==> config.mk <==
export PLATFORM = sky130hd
export DESIGN_NAME = sdr_apw_seq
export DESIGN_NICKNAME = d
export VERILOG_FILES = /design/src/rtl/sdr_apw_pkg.sv /design/src/rtl/sdr_apw_timer.sv /design/src/rtl/sdr_apw_cmd.sv /design/src/rtl/sdr_apw_data.sv /design/src/rtl/sdr_apw_seq.sv
export SDC_FILE = /design/constraint.sdc
export NUM_CORES = 1
export LEC_CHECK = 0
export BUFFER_PORTS_ARGS = -buffer_cell sky130_fd_sc_hd__buf_2
export CORE_MARGIN = 5
export CORE_UTILIZATION = 45
export DETAILED_ROUTE_END_ITERATION = 10
export PLACE_DENSITY = 0.79
export SYNTH_ARGS = -nofsm -noshare
export SYNTH_HDL_FRONTEND = slang
export SYNTH_SLANG_ARGS = --single-unit
==> constraint.sdc <==
create_clock -name clk -period 6.1 [get_ports clk]
set_clock_uncertainty 0.05 [all_clocks]
set_input_delay 1.22 -clock clk [delete_from_list [all_inputs] [get_ports clk]]
set_output_delay 1.22 -clock clk [all_outputs]
set_load 0.02 [all_outputs]
==> src/rtl/sdr_apw_pkg.sv <==
package sdr_apw_pkg;

  typedef enum logic [2:0] {
    CMD_ACT = 3'b011,
    CMD_WR  = 3'b100,
    CMD_NOP = 3'b111
  } cmd_e;

  localparam int BURST_WORDS = 4;
  localparam int BURST_CLK   = BURST_WORDS / 2;
  localparam int DQSS_CLK    = 1;
  localparam int A10_BIT     = 10;

  function automatic int floor1(int v);
    return (v < 1) ? 1 : v;
  endfunction

  function automatic int write_slot(int rcd);
    return floor1(rcd);
  endfunction

  function automatic int last_beat_slot(int rcd);
    return write_slot(rcd) + DQSS_CLK + BURST_CLK - 1;
  endfunction

  function automatic int precharge_slot(int rcd, int ras, int wr);
    int rec;
    rec = last_beat_slot(rcd) + floor1(wr);
    return (rec > ras) ? rec : ras;
  endfunction

  function automatic int ready_slot(int rcd, int ras, int wr, int rp);
    return precharge_slot(rcd, ras, wr) + floor1(rp);
  endfunction

endpackage

==> src/rtl/sdr_apw_timer.sv <==
module sdr_apw_timer
  import sdr_apw_pkg::*;
#(
  parameter int CNT_W = 8,
  parameter int OFF_W = CNT_W + 2
) (
  input  logic             clk,
  input  logic             rst_n,
  input  logic             start,
  input  logic [CNT_W-1:0] t_rcd,
  input  logic [CNT_W-1:0] t_ras,
  input  logic [CNT_W-1:0] t_wr,
  input  logic [CNT_W-1:0] t_rp,
  output logic             busy,
  output logic [OFF_W-1:0] cnt,
  output logic [OFF_W-1:0] w_slot,
  output logic             ev_pre,
  output logic             ev_done
);

  logic [OFF_W-1:0] p_slot;
  logic [OFF_W-1:0] r_slot;

  always_ff @(posedge clk) begin
    if (!rst_n) begin
      busy   <= 1'b0;
      cnt    <= '0;
      w_slot <= '0;
      p_slot <= '0;
      r_slot <= '0;
    end else if (start) begin
      busy   <= 1'b1;
      cnt    <= '0;
      w_slot <= OFF_W'(write_slot(int'(t_rcd)));
      p_slot <= OFF_W'(precharge_slot(int'(t_rcd), int'(t_ras), int'(t_wr)));
      r_slot <= OFF_W'(ready_slot(int'(t_rcd), int'(t_ras), int'(t_wr), int'(t_rp)));
    end else if (busy) begin
      if (cnt == r_slot) busy <= 1'b0;
      else               cnt  <= cnt + OFF_W'(1);
    end
  end

  assign ev_pre  = busy && (cnt == p_slot);
  assign ev_done = busy && (cnt == r_slot);

endmodule

==> src/rtl/sdr_apw_cmd.sv <==
module sdr_apw_cmd
  import sdr_apw_pkg::*;
#(
  parameter int BA_W   = 2,
  parameter int ROW_W  = 14,
  parameter int COL_W  = 10,
  parameter int ADDR_W = 14,
  parameter int OFF_W  = 10
) (
  input  logic              busy,
  input  logic [OFF_W-1:0]  cnt,
  input  logic [OFF_W-1:0]  w_slot,
  input  logic [BA_W-1:0]   bank_q,
  input  logic [ROW_W-1:0]  row_q,
  input  logic [COL_W-1:0]  col_q,
  output cmd_e              cmd,
  output logic [BA_W-1:0]   ba,
  output logic [ADDR_W-1:0] addr,
  output logic              ev_act,
  output logic              ev_wr
);

  logic [ADDR_W-1:0] col_map;

  // column bits skip the auto-precharge position
  for (genvar i = 0; i < ADDR_W; i++) begin : g_colmap
    if (i == A10_BIT) begin : g_ap
      assign col_map[i] = 1'b1;
    end else if (i < A10_BIT) begin : g_lo
      if (i < COL_W) begin : g_use
        assign col_map[i] = col_q[i];
      end else begin : g_zero
        assign col_map[i] = 1'b0;
      end
    end else begin : g_hi
      if (i - 1 < COL_W) begin : g_use
        assign col_map[i] = col_q[i-1];
      end else begin : g_zero
        assign col_map[i] = 1'b0;
      end
    end
  end

  assign ev_act = busy && (cnt == '0);
  assign ev_wr  = busy && (cnt == w_slot);

  always_comb begin
    cmd  = CMD_NOP;
    ba   = '0;
    addr = '0;
    if (ev_act) begin
      cmd  = CMD_ACT;
      ba   = bank_q;
      addr = ADDR_W'(row_q);
    end else if (ev_wr) begin
      cmd  = CMD_WR;
      ba   = bank_q;
      addr = col_map;
    end
  end

endmodule

==> src/rtl/sdr_apw_data.sv <==
module sdr_apw_data
  import sdr_apw_pkg::*;
#(
  parameter int DQ_W  = 16,
  parameter int OFF_W = 10
) (
  input  logic                        busy,
  input  logic [OFF_W-1:0]            cnt,
  input  logic [OFF_W-1:0]            w_slot,
  input  logic [BURST_WORDS*DQ_W-1:0] data_q,
  output logic                        dqs_oe,
  output logic                        dq_en,
  output logic [DQ_W-1:0]             dq_rise,
  output logic [DQ_W-1:0]             dq_fall,
  output logic [DQ_W/8-1:0]           dm,
  output logic [BURST_CLK-1:0]        ev_beat
);

  localparam int WIN_LAST = DQSS_CLK + BURST_CLK;

  for (genvar b = 0; b < BURST_CLK; b++) begin : g_beat
    assign ev_beat[b] = busy && (cnt == w_slot + OFF_W'(DQSS_CLK + b));
  end

  assign dq_en  = |ev_beat;
  assign dqs_oe = busy && (cnt >= w_slot) && (cnt <= w_slot + OFF_W'(WIN_LAST));
  assign dm     = '0;

  always_comb begin
    dq_rise = '0;
    dq_fall = '0;
    for (int b = 0; b < BURST_CLK; b++) begin
      if (ev_beat[b]) begin
        dq_rise = data_q[(2*b)*DQ_W +: DQ_W];
        dq_fall = data_q[(2*b+1)*DQ_W +: DQ_W];
      end
    end
  end

endmodule

==> src/rtl/sdr_apw_seq.sv <==
module sdr_apw_seq
  import sdr_apw_pkg::*;
#(
  parameter int BA_W   = 2,
  parameter int ROW_W  = 14,
  parameter int COL_W  = 10,
  parameter int ADDR_W = 14,
  parameter int DQ_W   = 16,
  parameter int CNT_W  = 8
) (
  input  logic                        clk,
  input  logic                        rst_n,
  input  logic                        req_valid,
  input  logic [BA_W-1:0]             req_bank,
  input  logic [ROW_W-1:0]            req_row,
  input  logic [COL_W-1:0]            req_col,
  input  logic [BURST_WORDS*DQ_W-1:0] req_data,
  input  logic [CNT_W-1:0]            t_rcd,
  input  logic [CNT_W-1:0]            t_ras,
  input  logic [CNT_W-1:0]            t_wr,
  input  logic [CNT_W-1:0]            t_rp,
  output logic                        busy,
  output logic                        done,
  output logic                        cke,
  output logic [2:0]                  cmd,
  output logic [BA_W-1:0]             ba,
  output logic [ADDR_W-1:0]           addr,
  output logic                        dqs_oe,
  output logic                        dq_en,
  output logic [DQ_W-1:0]             dq_rise,
  output logic [DQ_W-1:0]             dq_fall,
  output logic [DQ_W/8-1:0]           dm
);

  localparam int OFF_W = CNT_W + 2;

  logic                        start;
  logic [OFF_W-1:0]            cnt;
  logic [OFF_W-1:0]            w_slot;
  logic [BA_W-1:0]             bank_q;
  logic [ROW_W-1:0]            row_q;
  logic [COL_W-1:0]            col_q;
  logic [BURST_WORDS*DQ_W-1:0] data_q;
  cmd_e                        cmd_w;

  // named internal events for the checker
  logic                 ev_act;
  logic                 ev_wr;
  logic                 ev_pre;
  logic                 ev_done;
  logic [BURST_CLK-1:0] ev_beat;

  assign start = req_valid && !busy;
  assign cke   = 1'b1;
  assign done  = ev_done;
  assign cmd   = cmd_w;

  always_ff @(posedge clk) begin
    if (!rst_n) begin
      bank_q <= '0;
      row_q  <= '0;
      col_q  <= '0;
      data_q <= '0;
    end else if (start) begin
      bank_q <= req_bank;
      row_q  <= req_row;
      col_q  <= req_col;
      data_q <= req_data;
    end
  end

  sdr_apw_timer #(.CNT_W(CNT_W), .OFF_W(OFF_W)) timer_i (
    .clk(clk), .rst_n(rst_n), .start(start),
    .t_rcd(t_rcd), .t_ras(t_ras), .t_wr(t_wr), .t_rp(t_rp),
    .busy(busy), .cnt(cnt), .w_slot(w_slot),
    .ev_pre(ev_pre), .ev_done(ev_done)
  );

  sdr_apw_cmd #(.BA_W(BA_W), .ROW_W(ROW_W), .COL_W(COL_W),
                .ADDR_W(ADDR_W), .OFF_W(OFF_W)) cmd_i (
    .busy(busy), .cnt(cnt), .w_slot(w_slot),
    .bank_q(bank_q), .row_q(row_q), .col_q(col_q),
    .cmd(cmd_w), .ba(ba), .addr(addr),
    .ev_act(ev_act), .ev_wr(ev_wr)
  );

  sdr_apw_data #(.DQ_W(DQ_W), .OFF_W(OFF_W)) data_i (
    .busy(busy), .cnt(cnt), .w_slot(w_slot), .data_q(data_q),
    .dqs_oe(dqs_oe), .dq_en(dq_en), .dq_rise(dq_rise), .dq_fall(dq_fall),
    .dm(dm), .ev_beat(ev_beat)
  );

endmodule

## After elaboration in Yosys (flattened, before gate mapping)

Cells that the tools add are included.

- Register bits: 121

- Reductions and logical operators: 13
- Multiplexer cells: 17
- Bitwise gates (word level): 2
- $lt $le $gt $ge: 6
- $add $sub $neg: 9
- Eq/ne operators: 4

Operator list:

| cell | number |
|---|---|
| two-way mux 16 bit | 4 |
| equality test 10 bit | 4 |
| adder 32 x 2 -> 32 bit (second input constant) | 1 |
| adder 32 x 3 -> 32 bit (second input constant) | 1 |
| adder 32 x 9 -> 32 bit | 1 |
| greater-than comparator 32 x 9 -> 1 bit | 1 |
| subtractor 32 x 2 -> 32 bit (second input constant) | 1 |
| < comparator 8 x 1 -> 1 bit (second input constant) | 3 |
| two-way mux 8 bit | 3 |
| adder 10 x 1 -> 10 bit (second input constant) | 2 |
| adder 10 x 2 -> 10 bit (second input constant) | 2 |
| two-way mux 14 bit | 1 |
| two-way mux 11 bit | 1 |
| adder 10 bit | 1 |
| greater-or-equal comparator 10 bit | 1 |
| less-or-equal comparator 10 bit | 1 |
| logical NOT 10 bit | 1 |
| two-way mux 10 bit | 1 |
| logical AND 1 bit | 8 |
| two-way mux 2 bit | 3 |
| OR reduction 2 bit | 2 |
| two-way mux 1 bit | 3 |
| two-way mux 3 bit | 1 |
| inverter 1 bit | 2 |
| other kinds (2) | 2 |

## Longest topological paths before layout

Gate-level depths: netlist of the first run.

- Depth in word-level cells: 9
- Mapped depth: 24

## Modules after synthesis

Synthesis of the first run repeated with hierarchy kept, for this count alone.

- Cells, all modules: 1030
- Area, all modules: 8695.8 µm²

Modules (own cells, without submodules):

| module | cells each | area an instance (µm²) | instances | sequential area each (µm²) |
|---|---|---|---|---|
| sdr_apw_seq | 393 | 3732.3 | 1 | 1801.7 |
| sdr_apw_timer | 387 | 3100.5 | 1 | 780.7 |
| sdr_apw_data | 188 | 1475.2 | 1 | 0.0 |
| sdr_apw_cmd | 62 | 387.9 | 1 | 0.0 |

## Least setup slack after synthesis of the first run

No wires, ideal clock.

- Path kind: input -> register
- From: input t_rcd[4]
- To: register timer_i.r_slot[8]
- Cell stages on the path: 24
- Data required time: 5.928 ns
- Arrival: 5.574 ns
- Setup time: 0.122 ns
- Setup slack: 0.354 ns
- Cells stage by stage: nor4_1 a21o_1 ha_1 ha_1 inv_1 fa_1 nor2b_1 o31a_1 o21a_1 nor2_1 xnor2_1 ha_1 nand4_1 o211ai_1 o21ai_1 o211ai_2 mux2_2 ha_1 fa_1 a21oi_1 o211ai_1 o41ai_1 xnor2_1 o21ai_1

- Longest elaborated chain between the ends: 9

Ends and longest elaborated chain:

| element | line | text |
|---|---|---|
| start, declared | sdr_apw_seq.sv:18 | `input logic [CNT_W-1:0] t_rcd,` |
| < comparator 8 x 1 -> 1 bit | sdr_apw_pkg.sv:15 | `return (v < 1) ? 1 : v;` |
| two-way mux 8 bit (*) | sdr_apw_pkg.sv:15 |  |
| adder 32 x 2 -> 32 bit (*) | n/a |  |
| adder 32 x 3 -> 32 bit (*) | n/a |  |
| subtractor 32 x 2 -> 32 bit (*) | n/a |  |
| adder 32 x 9 -> 32 bit (*) | n/a |  |
| greater-than comparator 32 x 9 -> 1 bit | n/a |  |
| two-way mux 10 bit (*) | n/a |  |
| adder 10 bit (*) | sdr_apw_pkg.sv:33 | `return precharge_slot(rcd, ras, wr) + floor1(rp);` |
| end signal, assigned | sdr_apw_timer.sv:36 | `r_slot <= OFF_W'(ready_slot(int'(t_rcd), int'(t_ras), int'(t_wr), int'(t_rp)));` |
| end, declared | sdr_apw_timer.sv:22 | `logic [OFF_W-1:0] r_slot;` |

Every way passes the cells marked *; elsewhere a longest branch is shown, timed or not.
A chain may end at the register's enable or synchronous reset.

## Worst setup path after layout of the first run

Same ends and word-level chain as after synthesis.

==> impl_results.md, run 1 <==
* R2R Setup Slk at about 4 ns
* Gr ovfl total at 0
* Fmax at ~0.17 GHz
* Clock sinks at 119
* Top cells by area, synth: dfxtp_1 (36%), a22o_1 (17%), ha_1 (10%)
* Vias in the first global route at 5565
* Synth area leader: dfxtp_1
* Worst R2R End: timer_i.r_slot[9]
* FF+latch area at approximately 2400 um^2
* CTS tree: yes
* Max Cap Violations at 0
* Utilization after layout at ~56%
* PD cells at about 300 nW/um^2
* R2R Path Start: timer_i.busy
* Required @ worst endpoint at around 6.3 ns
* Yosys warning total at 0
* WP depth at 25
* Crit path max-delay cell type: fa_1
* Sum of buffers and inverters on the critical path at 3
* Worst r2r path cells at 5
* Post-Route WL at approximately 17000 um
* Final ANT Viol Nets at 0
* Setup TNS at 0 ns
* Syn Area/Cell at roughly 9.2 um^2
* Unique cell type count in the Yosys netlist at 56
* RSZ-0062 raised after global routing: no
* Crit path max-delay family: compound AO/OA/AOI/OAI gates
* First-pass GRT wire length at 27100 um
* Min-delay src: timer_i.r_slot[8]
* Peak supply drop at between 150 and 200 uV
* Crit path capture type: flop
* Reg clk slew, reported paths at ~0.050 ns
* Leakage at between 3 and 4 nW
* Area added between synthesis and finish at 21.9%
* EDFF count, synth at 0
* Ports at 183
* Area post-placement at roughly 7500 um^2
* Tot GR Track Use at 19.7%
* Via Count at 5888
* Routed wire per std cell at 16.6 um
* Largest net degree at the start of global routing at between 100 and 150
* Slew Limit Fails at 0
* WHS Endpoint: timer_i.r_slot[8]
* Final setup violation count at 0
* Post-synth top area share at between 30% and 40%
* Finished Cell Area at 8040 um^2
* Vias per cell at approximately 5.6
* Register area share after synthesis at 36.1%
* Worst path arrival time at approximately 6 ns
* Residual DRC at 0
* #FFs+latches synth at 119
* Status: complete, no violations
* Iteration-0 DRC Markers at around 330
* Max incr delay on CP at roughly 0.44 ns
* Initial antenna violation count at 1
* WHS Path Cells at 2
* Die W at approximately 130 um
* RePlAce Congestion at a little over 0.9
* CP Launch Type: input pin
* CTS Root Cell: clkbuf_16
* CTS Buf Count at 17
* Most common cell in the netlist: a22o_1
* Hold Buf Count CTS at 0
* # nets final at between 1k and 1.5k
* Fin. Hold Viols at 0
* Total core area at between 10000 and 15000 um^2
* Mapped Cells at just over 700
* CTS H-tree lvls at 4
* FP Rows at 44
* Slew margin rel. at 24.7%
* Layout cells sized above 1 at 27.3%
* Top FF cell, synth: dfxtp_1
* Max Fanout on Critical Path at 7
* IO buf count at approximately 180
* Die height at about 130 um
* Die Area at approximately 17000 um^2
* Fillers at 1288
* Initial Utilization at approximately 46%
* First-pass iteration count of the detailed router at 5
* Post-Syn Area at approximately 6600 um^2
* Crit path top cell by count: ha_1
* Bufs on Longest Clock Path at 2
* Number of gates resized after CTS at 0
* Top cells by count, synth: a22o_1 (125), dfxtp_1 (119), ha_1 (54), nand2_1 (54), clkbuf_1 (51)
* CP Class: input pin to flop
* Async S/R FF share, synth at 0%
* Worst slew pin tran at roughly 1.1 ns
* HP Class: flop to flop
* Buffers inserted by post-CTS timing repair at 0
* Hpwl dp at ~13000 um
* Worst-Skew Late Latency at around 0.4 ns
* Minimum clock period at around 5.7 ns
* Area of the multi-input gates at between 3000 and 4000 um^2
* Period utilisation layout at about 94%
-- state kept, by name (all words and copies together), names as in the netlist --
name / cells
bank_q: 2
col_q: 10
data_q: 64
timer_i.busy: 1
timer_i.cnt: 10
timer_i.r_slot: 10
row_q: 14
timer_i.w_slot: 8
-- cell families (layout without fill, tap and decap cells) --
kind of cell | after synthesis | after routing | synth area share (%)
flops | 119 | 119 | 36.1
mux | 9 | 9 | 1.50
xor+xnor | 44 | 44 | 6.07
simple gates | 153 | 153 | 11.6
fa+ha+maj | 56 | 56 | 10.9
other cells | 2 | 5 | 0.114
buf+inv | 102 | 250 | 6.64
compound gates | 230 | 230 | 27.1
-- layer usage --
| layer | GRT usage [%] | vias to the layer above | share of wire (%) |
|---|---|---|---|
| met2 | 31.6 | 179 | 48 |
| met1 | 25.3 | 2779 | 44 |
| met4 | 8.29 | 0 | 2.3 |
| met5 | 0 | - | 0 |
| met3 | 4.72 | 28 | 6.2 |
| li1 | - | 2902 | - |
-- worst register-to-register path: stages (launching register included) --
cell     delay (ns)
dfxtp_1        0.35
inv_1          0.16
and3_4         0.90
nand2_1        0.21
o31ai_1        0.25
a211o_1        0.13
-- power breakdown --
part | switching (mW) | internal (mW) | leakage (nW) | total (mW)
logic | 0.346 | 0.279 | 2.42 | 0.626
registers | 0.0520 | 0.854 | 0.977 | 0.906
clock network | 0.369 | 0.574 | 0.271 | 0.943
total | 0.767 | 1.71 | 3.66 | 2.47
-- worst max-delay path by stage --
stage	slack (ns)	startpoint	to
2_1_floorplan	0.35	t_rcd[4]	timer_i.r_slot[8]
3_3_place_gp	0.12	t_rcd[4]	timer_i.r_slot[8]
3_5_place_dp	-0.03	t_rcd[4]	timer_i.r_slot[8]
4_1_cts	0.41	t_rcd[4]	timer_i.r_slot[8]
5_1_grt	0.05	t_rcd[4]	timer_i.r_slot[8]
6_report	0.38	t_rcd[4]	timer_i.r_slot[8]
-- cell type report --
type	instances	share of cell area, %
tap	184	2.86
antenna	2	0.0623
clock inverter	13	1.49
sequential	119	29.6
multi-input combinational	495	47.2
timing repair buffer	184	11.6
clock buffer	19	5.51
inverter	34	1.59
-- cell usage in the layout, fill, tap and decap left out, types with 3 or more instances in the layout --
cell,count
buf_2,179
a22o_1,125
dfxtp_1,119
nand2_1,54
ha_1,54
xnor2_1,34
inv_1,32
nor2_1,28
o21ai_1,18
o21ai_0,17
clkbuf_16,17
a21oi_1,15
nor4_1,11
nand3_1,11
nor3_1,10
a21o_1,10
a211oi_1,10
nand4_1,10
xor2_1,8
o21a_1,7
mux2_2,7
buf_4,5
o211ai_1,4
o31ai_1,4
a211o_1,4
and2_1,4
or3_1,4
inv_6,4
nor2b_1,3
conb_1,3
clkinvlp_4,3
clkinv_2,3
-- metrics by stage --
step	hold slack, ns	std cells	worst slack [ns]	total power, mW
2_1_floorplan	0.389	716	0.354	1.37
4_1_cts	0.415	1048	0.414	2.50
5_1_grt	0.425	1049	0.0527	2.61
6_report	0.411	1050	0.382	2.47
3_3_place_gp	0.403	1016	0.119	1.53
3_5_place_dp	0.407	1016	-0.0335	1.54
(Power assumes the default switching activity.)
==> run 2: changes to the inputs <==
--- a/config.mk
+++ b/config.mk
@@ -10,6 +10,7 @@
 export CORE_UTILIZATION = 45
 export DETAILED_ROUTE_END_ITERATION = 10
 export PLACE_DENSITY = 0.79
+export SETUP_SLACK_MARGIN = 0.5
 export SYNTH_ARGS = -nofsm -noshare
 export SYNTH_HDL_FRONTEND = slang
 export SYNTH_SLANG_ARGS = --single-unit
==> run 2 against run 1 <==
Compared with the run above: largest cell class unchanged; clock-buffer cell count is 2 lower; critical endpoint is now timer_i.r_slot[9]; first-iteration DRC count is 7.7% lower; core utilization is 2.7 points higher; wire length is 6.0% higher; sequential power hardly changed; global-route usage is 0.30 points higher; total power is 12% higher; largest power group unchanged; clock power is 17% higher.
==> impl_results.md, run 2 (synthesis results as in run 1) <==
* Final ANT Viol Nets at 0 (unchanged)
* Layout cells sized above 1 at 30.9% (+3.6 points)
* Vias per cell at 5.58 (-0.45%)
* Area added between synthesis and finish at 27.9%
* Sequential Power Share at 32.8% (-3.8 points)
* # nets final at 1042 (+0.97%)
* CTS Buf Count at 17 (unchanged)
* Worst path arrival time at 5.88 ns (-0.08 ns)
* Max reg flops at 64 (unchanged)
* IO buf count at 179 (unchanged)
* First-pass GRT wire length at 27500 um (+1.3%)
* Initial Utilization at 45.7% (unchanged)
* Post-Route WL at 18500 um (+6.0%)
* Routed wire per std cell at 17.4 um (+5.1%)
* Max Fanout on Critical Path at 5 (-2)
* Int Pwr at 1.94 mW (+14%)
* RePlAce Congestion at 0.938 (+0.24%)
* Net Switching at 820 uW (+6.9%)
* Die Area at 17200 um^2 (unchanged)
* Reg clk slew, reported paths at 0.05 ns (about the same)
* Via Count at 5912 (+0.41%)
* Total core area at 14400 um^2 (unchanged)
* First-pass iteration count of the detailed router at 4 (-1)
* Setup crit start: t_rcd[4]
* Fin. Hold Viols at 0 (unchanged)
* Slew Limit Fails at 0 (unchanged)
* Net Sw Frac at 29.7% (-1.3 points)
* CP Launch Type: input pin
* Final setup violation count at 0 (unchanged)
* CTS Root Cell: clkbuf_16
* RSZ-0062 raised after global routing: yes
* Peak supply drop at 201 uV (+16%)
* GR Layer Usage met1 at 26.2% (+0.94 points)
* Largest Register: data_q
* Max Cap Violations at 0 (unchanged)
* CP Class: input pin to flop
* Crit path capture type: flop
* Worst R2R End: data_q[45]
* Status: complete, no violations
* Worst-Skew Late Latency at 0.40 ns (about the same)
* Clk network pwr share at 39.7% (+1.6 points)
* Tot GR Track Use at 20.0% (+0.30 points)
* R2R Setup Slk at 3.96 ns (-0.03 ns)
* Combinational power share at 27.4% (+2.1 points)
* Largest net degree at the start of global routing at 94 (-9.6%)
* Minimum clock period at 5.64 ns (-0.0730 ns)
* Hpwl dp at 12800 um (+1.3%)
* Initial antenna violation count at 0 (-1)
* Busiest layer in global routing: met2
* Critical path destination: timer_i.r_slot[9]
* Slew margin rel. at 34.2% (+9.5 points)
* FP Rows at 44 (unchanged)
* Pwr Total at 2.76 mW (+12%)
* Largest registers: data_q (64), row_q (14)
* Bufs on Longest Clock Path at 2 (unchanged)
* Met2 Track Usage GR at 32.6% (+1.0 points)
* Vias in the first global route at 5603 (+0.68%)
* Required @ worst endpoint at 6.34 ns (about the same)
* Die W at 131 um (unchanged)
* Die height at 131 um (unchanged)
* Commonest non-fill, non-tap cell in the layout: buf_2
* Ports at 183 (unchanged)
* PD cells at 327 nW/um^2 (+6.4%)
* M3 GR Usage at 3.98% (-0.73 points)
* Worst r2r path cells at 5 (unchanged)
* R2R Path Start: timer_i.busy
* CTS H-tree lvls at 4 (unchanged)
* Worst slew pin tran at 0.987 ns (-0.142 ns)
* Clock sinks at 119 (unchanged)
* Residual DRC at 0 (unchanged)
* HP Class: flop to flop
* Leakage at 3.80 nW (+3.7%)
* Most frequent cells in the layout: buf_2 (177), a22o_1 (125), dfxtp_1 (119), nand2_1 (54), ha_1 (47)
* Setup TNS at 0 ns (unchanged)
* Period utilisation layout at 92.5% (-1.2 points)
* CTS tree: yes
* Hold Buf Count CTS at 0 (unchanged)
* Gr ovfl total at 0 (unchanged)
* Fmax at 0.177 GHz (+1.3%)
* Iteration-0 DRC Markers at 301 (-7.7%)
[run 2: layer usage]
layer  routed length, um  up-vias
met5                   0        -
met4                 370        0
met3                1040       27
met2                9100      178
met1                7960     2796
li1                    -     2911
[run 2: cell type report]
type	count	area [um^2]
fill	1254	5990
multi-input combinational	495	4000
sequential	119	2380
timing repair buffer	194	1040
clock buffer	17	425
tap	184	230
clock inverter	14	223
inverter	34	128
antenna	2	5.00
[run 2: how the worst min path moves through the flow]
stage	start	endpoint	slack [ns]	depth (start not counted)
6_report	timer_i.r_slot[6]	timer_i.r_slot[6]	0.41	2
4_1_cts	row_q[13]	row_q[13]	0.43	1
2_1_floorplan	timer_i.r_slot[8]	timer_i.r_slot[8]	0.39	2
3_5_place_dp	row_q[12]	row_q[12]	0.41	1
3_3_place_gp	row_q[11]	row_q[11]	0.40	1
5_1_grt	row_q[10]	row_q[10]	0.44	1
[run 2: worst max-delay path, stage by stage]
cell and delay, ns:
buf_8 0.10, nor4_4 0.26, a21o_1 0.17, ha_2 0.19, ha_4 0.14, inv_2 0.04
fa_2 0.34, nor2b_2 0.15, o31a_1 0.23, o21a_1 0.16, nor2_2 0.06, xnor2_2 0.15
ha_1 0.32, nand4_1 0.11, o211ai_1 0.27, o21ai_4 0.10, o211ai_4 0.13, buf_6 0.14
buf_6 0.08, buf_6 0.11, mux2_4 0.32, ha_4 0.30, o21a_1 0.15, nand2_1 0.07
a211o_1 0.31, a211o_1 0.25
[run 2: power groups by stage]
stage,clock network (mW),registers (mW),logic (mW)
2_1_floorplan,0,0.906,0.478
3_3_place_gp,0,0.919,0.621
3_5_place_dp,0,0.922,0.628
4_1_cts,1.12,0.906,0.646
5_1_grt,1.15,0.915,0.831
6_report,1.10,0.906,0.757
[run 2: through the flow]
step | setup WS [ns] | utilization (%) | instance area, um^2 | instances | hold WS, ns
floorplan | 0.503 | - | 6620 | 716 | 0.389
global placement | 0.157 | 52.0 | 7500 | 1017 | 0.403
detailed placement | 0.0179 | 52.0 | 7500 | 1017 | 0.408
CTS | 0.509 | 56.7 | 8170 | 1050 | 0.425
global route | 0.178 | 58.4 | 8430 | 1057 | 0.445
finish | 0.455 | 58.5 | 8430 | 1059 | 0.412
[run 2: timing repair]
item | CTS | global route
gates resized for setup | 1 | 40
endpoints found under the hold margin | 0 | 0
pin swaps | 2 | 22
setup endpoints to repair | 2 | 6
setup buffers | 2 | 7
==> run 3: changes to the inputs <==
--- a/config.mk
+++ b/config.mk
@@ -9,7 +9,7 @@
 export CORE_MARGIN = 5
 export CORE_UTILIZATION = 45
 export DETAILED_ROUTE_END_ITERATION = 10
-export PLACE_DENSITY = 0.79
+export PLACE_DENSITY = 0.75
 export SETUP_SLACK_MARGIN = 0.5
 export SYNTH_ARGS = -nofsm -noshare
 export SYNTH_HDL_FRONTEND = slang
==> run 3 against run 2 <==
Compared with the run above: register-to-register slack better by 0.03 ns; clock power fell by 10%; largest power group unchanged; combinational power is 9.6% lower; critical endpoint is now timer_i.r_slot[8]; cell count shrank 0.47%; sequential cell count did not move.
==> impl_results.md, run 3 (synthesis results as in run 1) <==
* Status: complete, no violations
* Post-Route WL at 17800 um (-3.5%)
* Crit path max-delay family: compound AO/OA/AOI/OAI gates
* Reg clk slew, reported paths at 0.06 ns (about the same)
* Slew margin rel. at 26.5% (-7.7 points)
* Required @ worst endpoint at 6.35 ns (about the same)
* CP Launch Type: input pin
* Fmax at 0.188 GHz (+6.2%)
* Final hold slack at 0.413 ns (+0.00102 ns)
* Routed wire per std cell at 16.9 um (-3.0%)
* Total core area at 14400 um^2 (unchanged)
* Peak supply drop at 180 uV (-10%)
* Vias in the first global route at 5653 (+0.89%)
* Hpwl dp at 12700 um (-1.2%)
* Utilization after layout at 57.3% (-1.1 points)
* Non-Filler Instances at 1054 (-0.47%)
* Largest Register: data_q
* Minimum clock period at 5.32 ns (-0.330 ns)
* Sum of buffers and inverters on the critical path at 2 (-3)
* First-pass GRT wire length at 27500 um (about the same)
* Setup TNS at 0 ns (unchanged)
* CTS Root Cell: clkbuf_16
* Die W at 131 um (unchanged)
* Worst-Skew Late Latency at 0.41 ns (about the same)
* IO buf count at 179 (unchanged)
* CTS tree: yes
* CTS H-tree lvls at 4 (unchanged)
* Worst slew pin tran at 1.10 ns (+0.115 ns)
* RSZ-0062 raised after global routing: yes
* Final worst slack at 0.785 ns (+0.330 ns)
* Die height at 131 um (unchanged)
* Bufs on Longest Clock Path at 2 (unchanged)
* Leakage at 3.73 nW (-1.7%)
* # nets final at 1037 (-0.48%)
* Vias per cell at 5.53 (-0.92%)
* RePlAce Congestion at 0.923 (-1.6%)
* CP Class: input pin to flop
* Period utilisation layout at 87.1% (-5.4 points)
* Placed cells at 1017 (unchanged)
* Clock sinks at 119 (unchanged)
* Crit path capture type: flop
* Top routing layer in use: met4
* Max Cap Violations at 0 (unchanged)
* Residual DRC at 0 (unchanged)
* Via Count at 5830 (-1.4%)
* CTS Buf Count at 17 (unchanged)
* Pre-CTS WS at 0.0941 ns (+0.0762 ns)
* Gr ovfl total at 0 (unchanged)
* Tot GR Track Use at 19.9% (-0.024 points)
* Max Fanout on Critical Path at 4 (-1)
* Die Area at 17200 um^2 (unchanged)
* R2R Setup Slk at 3.99 ns (+0.03 ns)
* Routed met2 length at 8580 um (-5.7%)
* Fillers at 1308 (+4.3%)
* Max incr delay on CP at 0.38 ns (+0.04 ns)
* Slew Limit Fails at 0 (unchanged)
* Final setup violation count at 0 (unchanged)
* Largest registers: data_q (64), row_q (14)
* Crit path top cell by count: ha_4
* Initial Utilization at 45.7% (unchanged)
* Most frequent cells in the layout: buf_2 (177), a22o_1 (125), dfxtp_1 (119), nand2_1 (54), ha_1 (47)
* DR WL met3 at 1030 um (-0.39%)
* Ports at 183 (unchanged)
* First-pass iteration count of the detailed router at 6 (+2)
* Max reg flops at 64 (unchanged)
* Worst path arrival time at 5.57 ns (-0.31 ns)
* HP Class: flop to flop
* Crit path max-delay cell type: fa_2
* Layout cells sized above 1 at 30.0% (-0.89 points)
* FP Rows at 44 (unchanged)
* M1 WL at 7840 um (-1.5%)
* Commonest non-fill, non-tap cell in the layout: buf_2
* PD cells at 311 nW/um^2 (-4.9%)
* Final ANT Viol Nets at 0 (unchanged)
* Largest net degree at the start of global routing at 101 (+7.4%)
* Iteration-0 DRC Markers at 274 (-9.0%)
* Initial antenna violation count at 0 (unchanged)
* Area added between synthesis and finish at 25.5%
* Fin. Hold Viols at 0 (unchanged)
-- run 3: cell count changes in the layout (fill, tap and decap cells not counted), sizes merged --
cell,delta
diode,-1
clkinvlp,+1
bufinv,-3
buf,-5
clkbuf,+2
inv,-1
clkinv,+2
-- run 3: worst reg2reg max path: stages, from the launching register on --
cell     delay, ns
dfxtp_1       0.64
xnor2_1       0.17
nand4_1       0.14
o31ai_1       0.40
buf_4         0.27
nor3_1        0.09
xnor2_1       0.16
nor2_1        0.05
-- run 3: where the power goes --
group	internal [mW]	total, mW	switching, mW
combinational	0.318	0.684	0.365
sequential	0.854	0.906	0.0524
clock	0.615	0.985	0.370
total	1.79	2.57	0.788
-- run 3: repair_timing --
item                       in CTS  in global routing
hold buffers                    0                  0
resized for setup               0                 25
setup endpoints to repair       0                  6
setup buffers                   0                  4
-- run 3: worst paths after layout --
kind                           from           endpoint  cells after the start
setup / recovery           t_rcd[1]  timer_i.r_slot[8]                     25
hold / removal    timer_i.r_slot[7]  timer_i.r_slot[7]                      2
setup reg to reg     timer_i.cnt[8]     timer_i.cnt[3]                      7
hold reg to reg   timer_i.r_slot[7]  timer_i.r_slot[7]                      2
-- run 3: layer usage --
layer,vias to the layer above,track usage [%]
met5,-,0
met4,0,8.17
met3,30,3.98
met2,188,32.1
met1,2709,26.1
li1,2903,-
-- run 3: through the flow --
stage	instance area [um^2]	total power [mW]
CTS	8090	2.55
detailed placement	7500	1.55
finish	8270	2.57
global route	8270	2.72
floorplan	6620	1.38
global placement	7500	1.54
-- run 3: cell type report --
| class | count | area [um^2] | share of cell area [%] |
|---|---|---|---|
| Multi-Input combinational cell | 495 | 3950 | 47.8 |
| Sequential cell | 119 | 2380 | 28.8 |
| Timing Repair Buffer | 189 | 987 | 11.9 |
| Clock buffer | 19 | 443 | 5.35 |
| Tap cell | 184 | 230 | 2.78 |
| Clock inverter | 13 | 145 | 1.75 |
| Inverter | 34 | 128 | 1.54 |
| Antenna cell | 1 | 2.50 | 0.0303 |
